## src/rtl/wp_pkg.sv

```systemverilog
package wp_pkg;
  localparam logic [3:0] CODE_MEM  = 4'b1010;
  localparam logic [3:0] CODE_LOCK = 4'b0110;
  localparam logic [3:0] CODE_PFX  = 4'b1001;
  localparam logic [7:0] UNLOCK_ADDR = 8'h09;
  localparam logic [7:0] UNLOCK_DATA = 8'hFF;

  typedef enum logic [2:0] {
    SQ_IDLE,
    SQ_LOCK_ARM,
    SQ_PFX,
    SQ_UCTL,
    SQ_UADDR,
    SQ_UDATA
  } seq_e;
endpackage

```

## src/rtl/wp_hv_qual.sv

```systemverilog
module wp_hv_qual #(
  parameter int HOLD = 16
) (
  input  logic clk,
  input  logic rst_n,
  input  logic hv_in,
  output logic hv_ok
);
  localparam int CW = $clog2(HOLD + 1);

  logic [CW-1:0] cnt_q, cnt_d;

  always_comb begin
    cnt_d = cnt_q;
    if (!hv_in)
      cnt_d = '0;
    else if (cnt_q != CW'(HOLD))
      cnt_d = cnt_q + 1'b1;
  end

  always_ff @(posedge clk or negedge rst_n) begin
    if (!rst_n) cnt_q <= '0;
    else        cnt_q <= cnt_d;
  end

  assign hv_ok = (cnt_q == CW'(HOLD));

  // qualification is only reported after the level has been seen
  a_r9_ok_needs_level: assert property (@(posedge clk) disable iff (!rst_n)
    hv_ok |-> $past(hv_in));
endmodule

```

## src/rtl/wp_cmd_seq.sv

```systemverilog
module wp_cmd_seq
  import wp_pkg::*;
(
  input  logic       clk,
  input  logic       rst_n,
  input  logic       hw_wp,
  input  logic       hv_ok,
  input  logic       lock_flag,
  input  logic       busy,
  input  logic       ev_ctl,
  input  logic [3:0] ev_code,
  input  logic       ev_rw,
  input  logic       ev_addr,
  input  logic       ev_data,
  input  logic [7:0] ev_byte,
  input  logic       ev_stop,
  output logic       prot_ack,
  output logic       req_set,
  output logic       req_clr
);
  seq_e st_q, st_d;

  always_comb begin
    prot_ack = ev_ctl && (ev_code == CODE_LOCK) && !ev_rw && !lock_flag && !busy;
  end

  always_comb begin
    st_d = st_q;
    if (ev_stop) begin
      st_d = SQ_IDLE;
    end else if (ev_ctl) begin
      if (prot_ack)
        st_d = SQ_LOCK_ARM;
      else if ((ev_code == CODE_PFX) && hv_ok)
        st_d = SQ_PFX;
      else if ((st_q == SQ_PFX) && (ev_code == CODE_MEM) && !ev_rw)
        st_d = SQ_UCTL;
      else
        st_d = SQ_IDLE;
    end else if (ev_addr) begin
      if ((st_q == SQ_UCTL) && (ev_byte == UNLOCK_ADDR))
        st_d = SQ_UADDR;
      else if (st_q != SQ_LOCK_ARM)
        st_d = SQ_IDLE;
    end else if (ev_data) begin
      if ((st_q == SQ_UADDR) && (ev_byte == UNLOCK_DATA))
        st_d = SQ_UDATA;
      else if (st_q != SQ_LOCK_ARM)
        st_d = SQ_IDLE;
    end
  end

  always_ff @(posedge clk or negedge rst_n) begin
    if (!rst_n) st_q <= SQ_IDLE;
    else        st_q <= st_d;
  end

  assign req_set = ev_stop && (st_q == SQ_LOCK_ARM) && !hw_wp;
  assign req_clr = ev_stop && (st_q == SQ_UDATA) && hv_ok;

  // the unlock data state is only reached from the address state
  a_r8_order: assert property (@(posedge clk) disable iff (!rst_n)
    (st_q == SQ_UDATA) && !$stable(st_q) |-> $past(st_q) == SQ_UADDR);
endmodule

```

## src/rtl/wp_flag_reg.sv

```systemverilog
module wp_flag_reg (
  input  logic clk,
  input  logic rst_n,
  input  logic req_set,
  input  logic req_clr,
  input  logic wc_done,
  output logic flag,
  output logic busy
);
  logic flag_q, flag_d;
  logic pset_q, pset_d;
  logic pclr_q, pclr_d;
  logic pend_en;

  assign busy    = pset_q | pclr_q;
  assign pend_en = !busy && (req_set || req_clr);

  always_comb begin
    flag_d = flag_q;
    pset_d = pset_q;
    pclr_d = pclr_q;
    if (wc_done) begin
      if (pset_q)      flag_d = 1'b1;
      else if (pclr_q) flag_d = 1'b0;
      pset_d = 1'b0;
      pclr_d = 1'b0;
    end else if (pend_en) begin
      pset_d = req_set;
      pclr_d = req_clr && !req_set;
    end
  end

  always_ff @(posedge clk or negedge rst_n) begin
    if (!rst_n) begin
      flag_q <= 1'b0;
      pset_q <= 1'b0;
      pclr_q <= 1'b0;
    end else begin
      flag_q <= flag_d;
      pset_q <= pset_d;
      pclr_q <= pclr_d;
    end
  end

  assign flag = flag_q;

  a_r7_flag_hold: assert property (@(posedge clk) disable iff (!rst_n)
    !wc_done |=> $stable(flag));
  a_r5_busy_hold: assert property (@(posedge clk) disable iff (!rst_n)
    busy && !wc_done |=> busy);
endmodule

```

## src/rtl/wp_guard.sv

```systemverilog
module wp_guard #(
  parameter int ADDR_W  = 8,
  parameter int HV_HOLD = 16
) (
  input  logic              clk,
  input  logic              rst_n,
  input  logic              hw_wp,
  input  logic              hv_present,
  input  logic              ev_ctl,
  input  logic [3:0]        ev_code,
  input  logic              ev_rw,
  input  logic              ev_addr,
  input  logic              ev_data,
  input  logic [7:0]        ev_byte,
  input  logic              ev_stop,
  input  logic              wc_done,
  input  logic [ADDR_W-1:0] wr_addr,
  output logic              wr_allow,
  output logic              prot_ack,
  output logic              lock_flag,
  output logic              lock_busy
);
  logic rs_q1, rs_q2;
  logic hv_ok, req_set, req_clr;
  logic low_half;

  always_ff @(posedge clk or negedge rst_n) begin
    if (!rst_n) begin
      rs_q1 <= 1'b0;
      rs_q2 <= 1'b0;
    end else begin
      rs_q1 <= 1'b1;
      rs_q2 <= rs_q1;
    end
  end

  wp_hv_qual #(.HOLD(HV_HOLD)) u_hv (
    .clk(clk), .rst_n(rs_q2), .hv_in(hv_present), .hv_ok(hv_ok)
  );

  wp_cmd_seq u_seq (
    .clk(clk), .rst_n(rs_q2), .hw_wp(hw_wp), .hv_ok(hv_ok),
    .lock_flag(lock_flag), .busy(lock_busy),
    .ev_ctl(ev_ctl), .ev_code(ev_code), .ev_rw(ev_rw),
    .ev_addr(ev_addr), .ev_data(ev_data), .ev_byte(ev_byte),
    .ev_stop(ev_stop), .prot_ack(prot_ack),
    .req_set(req_set), .req_clr(req_clr)
  );

  wp_flag_reg u_flag (
    .clk(clk), .rst_n(rs_q2), .req_set(req_set), .req_clr(req_clr),
    .wc_done(wc_done), .flag(lock_flag), .busy(lock_busy)
  );

  assign low_half = !wr_addr[ADDR_W-1];
  assign wr_allow = !hw_wp && !(lock_flag && low_half);

  a_r4_locked_no_ack: assert property (@(posedge clk) disable iff (!rs_q2)
    lock_flag |-> !prot_ack);
  a_r5_set_after_pend: assert property (@(posedge clk) disable iff (!rs_q2)
    $rose(lock_flag) |-> $past(lock_busy));
  a_r8_clr_after_pend: assert property (@(posedge clk) disable iff (!rs_q2)
    $fell(lock_flag) |-> $past(lock_busy));
  a_r9_clr_needs_hv: assert property (@(posedge clk) disable iff (!rs_q2)
    req_clr |-> hv_present);
endmodule

```

## config.mk

```make
export PLATFORM = sky130hd
export DESIGN_NAME = wp_guard
export DESIGN_NICKNAME = d
export VERILOG_FILES = /design/src/rtl/wp_pkg.sv /design/src/rtl/wp_hv_qual.sv /design/src/rtl/wp_cmd_seq.sv /design/src/rtl/wp_flag_reg.sv /design/src/rtl/wp_guard.sv
export SDC_FILE = /design/constraint.sdc
export NUM_CORES = 1
export LEC_CHECK = 0
export BUFFER_PORTS_ARGS = -buffer_cell sky130_fd_sc_hd__buf_2
export CORE_MARGIN = 5
export CORE_UTILIZATION = 40
export DETAILED_ROUTE_END_ITERATION = 10
export GPL_TIMING_DRIVEN = 0
export PLACE_DENSITY = 0.73
export RECOVER_POWER = 25
export SLEW_MARGIN = 10
export SYNTH_ARGS = -nofsm -noshare
export SYNTH_HDL_FRONTEND = slang
export SYNTH_SLANG_ARGS = --single-unit
```

## constraint.sdc

```tcl
create_clock -name clk -period 0.82 [get_ports clk]
set_input_delay 0.164 -clock clk [delete_from_list [all_inputs] [get_ports clk]]
set_output_delay 0.164 -clock clk [all_outputs]
set_load 0.05 [all_outputs]
```

==> results of run 1 <==
-- synth_stat cells --
library cell  count
conb_1            1
or4b_1            1
nand4_1           1
a21oi_1           3
nor2b_1           1
mux2i_1           1
o31ai_2           1
o21ba_2           1
nor3_2            1
xnor2_1           3
dfrtp_1          13
and2_1            3
ha_1              2
a31oi_1           2
o21ai_0           1
nor4bb_1          1
nand3_1           2
nand4b_1          2
nor4_1            4
nor3_1            1
xor2_1            1
and4b_2           1
nor3b_1           2
or2_0             1
a211o_2           1
nand2b_1          2
buf_2             1
a22o_1            1
nor2_1            8
a311oi_1          1
nor4b_1           2
nand2_1           5
inv_1             6
-- critical path, cell delays in order, from the launching register on --
cell,delay (ps)
dfrtp_2,450
nand4b_1,270
nor2_4,130
buf_6,160
-- power by group --
group / internal, µW / total (µW) / switching, µW / leakage (µW)
Clock: 180 / 382 / 201 / 0.0000177
Combinational: 201 / 414 / 213 / 0.000336
Sequential: 681 / 737 / 56.7 / 0.000170
Total: 1060 / 1530 / 471 / 0.000524
-- routing by layer --
metal	up-vias	share of wire, %
met5	-	0
met4	0	0
met3	0	4.0
met2	14	53
met1	345	43
li1	356	-
-- sequential cells by signal (all words and copies together) (netlist names) --
name	cells
u_hv.cnt_q	5
u_seq.st_q	3
rs_q1	1
rs_q2	1
u_flag.flag	1
u_flag.pclr_q	1
u_flag.pset_q	1
-- worst paths after layout --
check	slack [ps]	end	from	depth (start not counted)
setup reg to reg	-610	u_seq.st_q[1]	u_seq.st_q[0]	4
max in group asynchronous	300	u_flag.flag	rs_q2	0
min in group asynchronous	180	u_seq.st_q[2]	rs_q2	0
setup / recovery	-610	prot_ack	u_flag.flag	3
hold / removal	80	u_flag.pset_q	wc_done	2
hold reg to reg	180	u_seq.st_q[2]	rs_q2	0
-- cells by family after synthesis --
kind of cell / after synthesis / synth area share, %
AO/OA/AOI/OAI: 11 / 11.17
buffers and inverters: 7 / 3.722
multiplexers: 1 / 1.354
AND/OR/NAND/NOR: 38 / 31.13
other: 1 / 0.5071
adder cells (fa/ha/maj): 2 / 3.384
XOR/XNOR: 4 / 4.739
flip-flops: 13 / 43.99
-- layout make-up --
cell class,count,area (µm²)
multi-input cells,57,481.7
flip-flops and latches,13,326.6
fillers,138,590.6
well taps,25,31.28
plain buffers,1,11.26
clock inverters,1,5.005
clock buffers,3,22.52
repair buffers,37,254.0
inverters,6,22.52
-- stage by stage --
step / hold slack, ps / cells / total power [µW] / area (µm²)
after floorplan: -131.6 / 77 / 930.5 / 775.7
final: 81.98 / 143 / 1533 / 1155
after global routing: 94.38 / 143 / 1618 / 1155
after global placement: -51.21 / 128 / 1043 / 937.1
after detailed placement: -50.53 / 128 / 1053 / 937.1
after CTS: 77.79 / 142 / 1504 / 1090
-- timing repair --
item | 4_1_cts | 5_1_grt
endpoints found under the setup margin | 14 | 15
endpoints found under the hold margin | 2 | 0
hold buffers | 1 | 0
cloned | 0 | 0
pin swaps | 10 | 11
gates resized for setup | 14 | 15
setup buffers | 9 | 3
==> metrics.log, run 1 <==
[metrics] setup repair after global routing missed its margin: yes
[metrics] DR WL/cell: about 13 µm
[metrics] final core area utilization: between 60% and 70%
[metrics] first-pass detailed-route iteration total: 4
[metrics] mean cell area of the mapped netlist: approximately 9.6 µm²
[metrics] num ports: 34
[metrics] final weighted congestion in routability-driven placement: between 0.8 and 0.9
[metrics] fin. max-slew vios: 0
[metrics] IO buf count: 26
[metrics] number of library cell types mapped by synthesis: 33
[metrics] Critical Path End Type: output pin
[metrics] vias per std cell: approximately 5.0
[metrics] total detailed-routing wirelength: ~1900 µm
[metrics] most frequent cells in the layout: buf_2 (21), dfrtp_1 (12), buf_6 (9)
[metrics] HP Class: in -> reg
[metrics] via count of the first global-routing pass: between 600 and 700
[metrics] final routed DRC violation total: 0
[metrics] Die X-Extent: between 50 and 60 µm
[metrics] total power divided by cell area: 1328 nW/µm²
[metrics] critical path data arrival time: between 1000 and 1500 ps
[metrics] number of diodes: 0
[metrics] clock tree from TritonCTS: done
[metrics] static leakage power: 0.0005236 µW
[metrics] Area Overhead vs Synth: 56.18%
[metrics] worst-path fanout max: 4
[metrics] Rows: 15
[metrics] commonest non-fill, non-tap cell in the layout: buf_2
[metrics] # setup viols final: 15
[metrics] initial antenna violation count: 0
[metrics] warnings from Yosys: 0
[metrics] aggregate global-route resource usage: 12.33%
[metrics] Hold Vio Cnt, Final: 0
[metrics] maximum capacitance violations: 0
[metrics] Post-Syn Nets: 109
[metrics] synthesized instance count: between 70 and 80
[metrics] worst-case clock skew: around 6.5 ps
[metrics] run status: finished, violations left
[metrics] worst supply voltage drop on vdd: ~0.0014 V
[metrics] maximum buffer depth of the clock tree: 2
[metrics] clock insertion delay at the later pin of the skew report: about 270 ps
[metrics] H-tree levels: 1
[metrics] dpl hpwl: 1241 µm
[metrics] Syn Std Cell Area: about 740 µm²
[metrics] part of the cycle the worst path needs: 174.8%
[metrics] die span in y: between 50 and 60 µm
[metrics] largest cells by area after synthesis: dfrtp_1 (44%), nor2_1 (4.1%), xnor2_1 (3.6%), ha_1 (3.4%), nor4_1 (3.4%)
[metrics] grt ovf: 0
[metrics] number of violations reported at the end of detailed-routing iteration 0: 8
[metrics] clock sink count: 13
[metrics] Initial Util: between 40% and 50%
[metrics] grt met2 use: about a fifth
[metrics] TritonCTS buffer count: 3
[metrics] total negative slack: -6018 ps
[metrics] fraction of layout instances using a drive strength above 1: slightly above 50%
[metrics] failing checks: negative setup slack
[metrics] minimum clock period: roughly 1400 ps
[metrics] number of synthesized register bits: 13
[metrics] sequential cell area fraction in the yosys report: a little over two fifths
[metrics] CP Data Required Time: between 600 and 700 ps
[metrics] startpoint class of the critical path: register
[metrics] floorplan die area: 2808 µm²
[metrics] clk root buf: clkbuf_4
[metrics] GR Layer Usage met3: between 5 and 6%
[metrics] Crit Path Class: reg -> out
[metrics] library cell with the largest summed area after synthesis: dfrtp_1
[metrics] number of vias in the routed layout: 715
[metrics] setup slack after placement: -619.9 ps
[metrics] number of antenna-violating nets in the routed design: 0
[metrics] fraction of met1 tracks used by global routing: 15.24%
[metrics] highest clock frequency the design can meet: 0.6975 GHz
[metrics] busiest metal layer after global routing: met2
[metrics] core region area: 1745 µm²
[metrics] nets@finish: approximately 150
[metrics] share of Yosys cell area claimed by the top area cell type: 43.99%
[metrics] final worst slack: -613.7 ps
[metrics] wire length of the first global-routing pass: roughly 2500 µm
[metrics] clock-pin slew reported for the worst setup and hold paths after clock tree synthesis: ~70 ps
[metrics] maximum number of pins on one net before global-route repair: 12
(Power assumes the default switching activity.)
==> run 2, diff against run 1 <==
--- a/config.mk
+++ b/config.mk
@@ -10,8 +10,10 @@
 export CORE_UTILIZATION = 40
 export DETAILED_ROUTE_END_ITERATION = 10
 export GPL_TIMING_DRIVEN = 0
+export MAX_ROUTING_LAYER = met4
 export PLACE_DENSITY = 0.73
 export RECOVER_POWER = 25
+export SETUP_SLACK_MARGIN = 0.15
 export SLEW_MARGIN = 10
 export SYNTH_ARGS = -nofsm -noshare
 export SYNTH_HDL_FRONTEND = slang
==> metrics.log, run 2 (same netlist as run 1, synthesis figures left out) <==
[metrics] core region area: 1745 µm² (unchanged)
[metrics] aggregate global-route resource usage: 12.64% (+0.31 points)
[metrics] CP Data Required Time: 660 ps (about the same)
[metrics] final weighted congestion in routability-driven placement: 0.8603 (+1.6%)
[metrics] clock insertion delay at the later pin of the skew report: 270 ps (about the same)
[metrics] HP Class: in -> reg
[metrics] total power divided by cell area: 1317 nW/µm² (-0.77%)
[metrics] final worst slack: -611.9 ps (+1.745 ps)
[metrics] initial antenna violation count: 0 (unchanged)
[metrics] end point of the critical path: prot_ack
[metrics] highest clock frequency the design can meet: 0.6984 GHz (+0.12%)
[metrics] clk root buf: clkbuf_4
[metrics] failing checks: negative setup slack
[metrics] sequential power share: 48.0% (about the same)
[metrics] most frequent cells in the layout: buf_2 (21), dfrtp_1 (12), buf_6 (10)
[metrics] H-tree levels: 1 (unchanged)
[metrics] Die X-Extent: 53.00 µm (unchanged)
[metrics] maximum buffer depth of the clock tree: 2 (unchanged)
[metrics] critical path data arrival time: 1270 ps (about the same)
[metrics] num ports: 34 (unchanged)
[metrics] number of antenna-violating nets in the routed design: 0 (unchanged)
[metrics] worst-path fanout max: 4 (unchanged)
[metrics] part of the cycle the worst path needs: 174.6% (-0.21 points)
[metrics] Largest register FFs: 5 (unchanged)
[metrics] total detailed-routing wirelength: 1868 µm (-2.7%)
[metrics] Hold Vio Cnt, Final: 0 (unchanged)
[metrics] clock-pin slew reported for the worst setup and hold paths after clock tree synthesis: 70 ps (about the same)
[metrics] setup repair after global routing missed its margin: yes
[metrics] cell-internal power: 1072 µW (+0.87%)
[metrics] clock sink count: 13 (unchanged)
[metrics] final core area utilization: 66.81% (+0.65 points)
[metrics] nets@finish: 152 (+0.66%)
[metrics] IO buf count: 26 (unchanged)
[metrics] floorplan die area: 2808 µm² (unchanged)
[metrics] largest register by flop count: u_hv.cnt_q
[metrics] reg-to-reg slack, setup: -610 ps (about the same)
[metrics] worst supply voltage drop on vdd: 0.001273 V (-9.7%)
[metrics] DR WL/cell: 12.97 µm (-3.4%)
[metrics] Critical Path End Type: output pin
[metrics] placed cell areas: 937.1 µm² (unchanged)
[metrics] number of vias in the routed layout: 724 (+1.3%)
[metrics] die span in y: 53.00 µm (unchanged)
[metrics] maximum capacitance violations: 0 (unchanged)
[metrics] number of cells in the finished layout apart from fillers: 144 (+0.70%)
[metrics] Switching Power: 464.8 µW (-1.3%)
[metrics] Initial Util: 42.37% (unchanged)
[metrics] Top Registers: u_hv.cnt_q x5, u_seq.st_q x3
[metrics] fin. max-slew vios: 0 (unchanged)
[metrics] TritonCTS buffer count: 3 (unchanged)
[metrics] final routed DRC violation total: 0 (unchanged)
[metrics] first-pass detailed-route iteration total: 4 (unchanged)
[metrics] run status: finished, violations left
[metrics] number of diodes: 0 (unchanged)
[metrics] depth of the most critical reg-to-reg path: 4 (unchanged)
[metrics] clock tree from TritonCTS: done
[metrics] vias per std cell: 5.028 (+0.56%)
[metrics] Rows: 15 (unchanged)
[metrics] number of violations reported at the end of detailed-routing iteration 0: 8 (unchanged)
[metrics] setup slack after placement: -619.9 ps (unchanged)
[metrics] minimum clock period: 1432 ps (-1.745 ps)
[metrics] static leakage power: 0.0005294 µW (+1.1%)
[metrics] startpoint class of the critical path: register
[metrics] grt ovf: 0 (unchanged)
[metrics] fraction of layout instances using a drive strength above 1: 52.10% (+0.41 points)
[metrics] share of power burned in combinational logic: 27.7% (+0.7 points)
[metrics] final cell area excluding filler cells: 1166 µm² (+0.98%)
[metrics] via count of the first global-routing pass: 610 (unchanged)
[metrics] commonest non-fill, non-tap cell in the layout: buf_2
[metrics] startpoint of the most critical register-to-register path: u_seq.st_q[0]
[metrics] switching fraction of total power: 30.26% (-0.47 points)
[metrics] endpoint of the most critical register-to-register path: u_seq.st_q[1]
[metrics] maximum number of pins on one net before global-route repair: 12 (unchanged)
[metrics] count of fill cells added during filler insertion: 137 (-0.72%)
[metrics] wire length of the first global-routing pass: 2518 µm (unchanged)
[metrics] worst-case clock skew: 4.040 ps (-2.487 ps)
[metrics] # setup viols final: 15 (unchanged)
[metrics] start point of the critical path: u_flag.flag
[metrics] Crit Path Class: reg -> out
[metrics] Area Overhead vs Synth: 57.70%
[metrics] Cells after DPL: 128 (unchanged)
[metrics] clock network fraction of design power: 24.3% (-0.6 points)
[metrics] dpl hpwl: 1241 µm (unchanged)
[metrics] overall power consumption: 1536 µW (+0.20%)
## run 2: critical path, cell delays in order (launching register included)
cell      delay, ps
dfrtp_2         450
nand4b_1        270
nor2_4          130
buf_6           160
## run 2: per-stage QoR
stage	hold WS, ps	TNS [ps]
global route	94.38	-6823
finish	83.61	-6016
CTS	77.79	-5612
detailed placement	-50.53	-4830
floorplan	-131.6	-3853
global placement	-51.21	-4632
## run 2: per-layer routing
layer	GRT usage, %	up-vias	part of all wire (%)	routed length [µm]
li1	-	358	-	-
met5	-	-	0	0
met1	15.24	352	43	811
met2	20.66	12	52	979
met4	1.277	0	0.37	7
met3	5.070	2	3.7	69
## run 2: timing repair
action,4_1_cts,5_1_grt
gates resized for setup,14,14
pin swaps,10,8
endpoints found under the hold margin,2,0
setup buffers,9,2
hold buffers,1,0
setup endpoints to repair,15,15
## run 2: final cells by class
class,count,area [µm²],area share (%)
Timing Repair Buffer,38,265.3,22.75
Clock buffer,3,22.52,1.931
Tap cell,25,31.28,2.682
Sequential cell,13,326.6,28.00
Multi-Input combinational cell,57,481.7,41.31
Clock inverter,1,5.005,0.4292
Inverter,6,22.52,1.931
Buffer,1,11.26,0.9657
## run 2: power groups by stage
stage,clock network [µW],registers [µW],logic (µW)
after floorplan,0,794,137
after global placement,0,748,295
after detailed placement,0,751,301
after CTS,394,734,376
after global routing,432,746,452
final,374,738,425
## run 2: worst min-delay path by stage
stage	startpoint	to	slack, ps	depth (start not counted)
3_5_place_dp	rst_n	rs_q2	-50	1
4_1_cts	wc_done	u_flag.pclr_q	80	2
6_report	wc_done	u_flag.pset_q	80	2
5_1_grt	ev_ctl	u_seq.st_q[2]	90	2
2_1_floorplan	rst_n	rs_q1	-130	0
3_3_place_gp	rst_n	rs_q1	-50	1
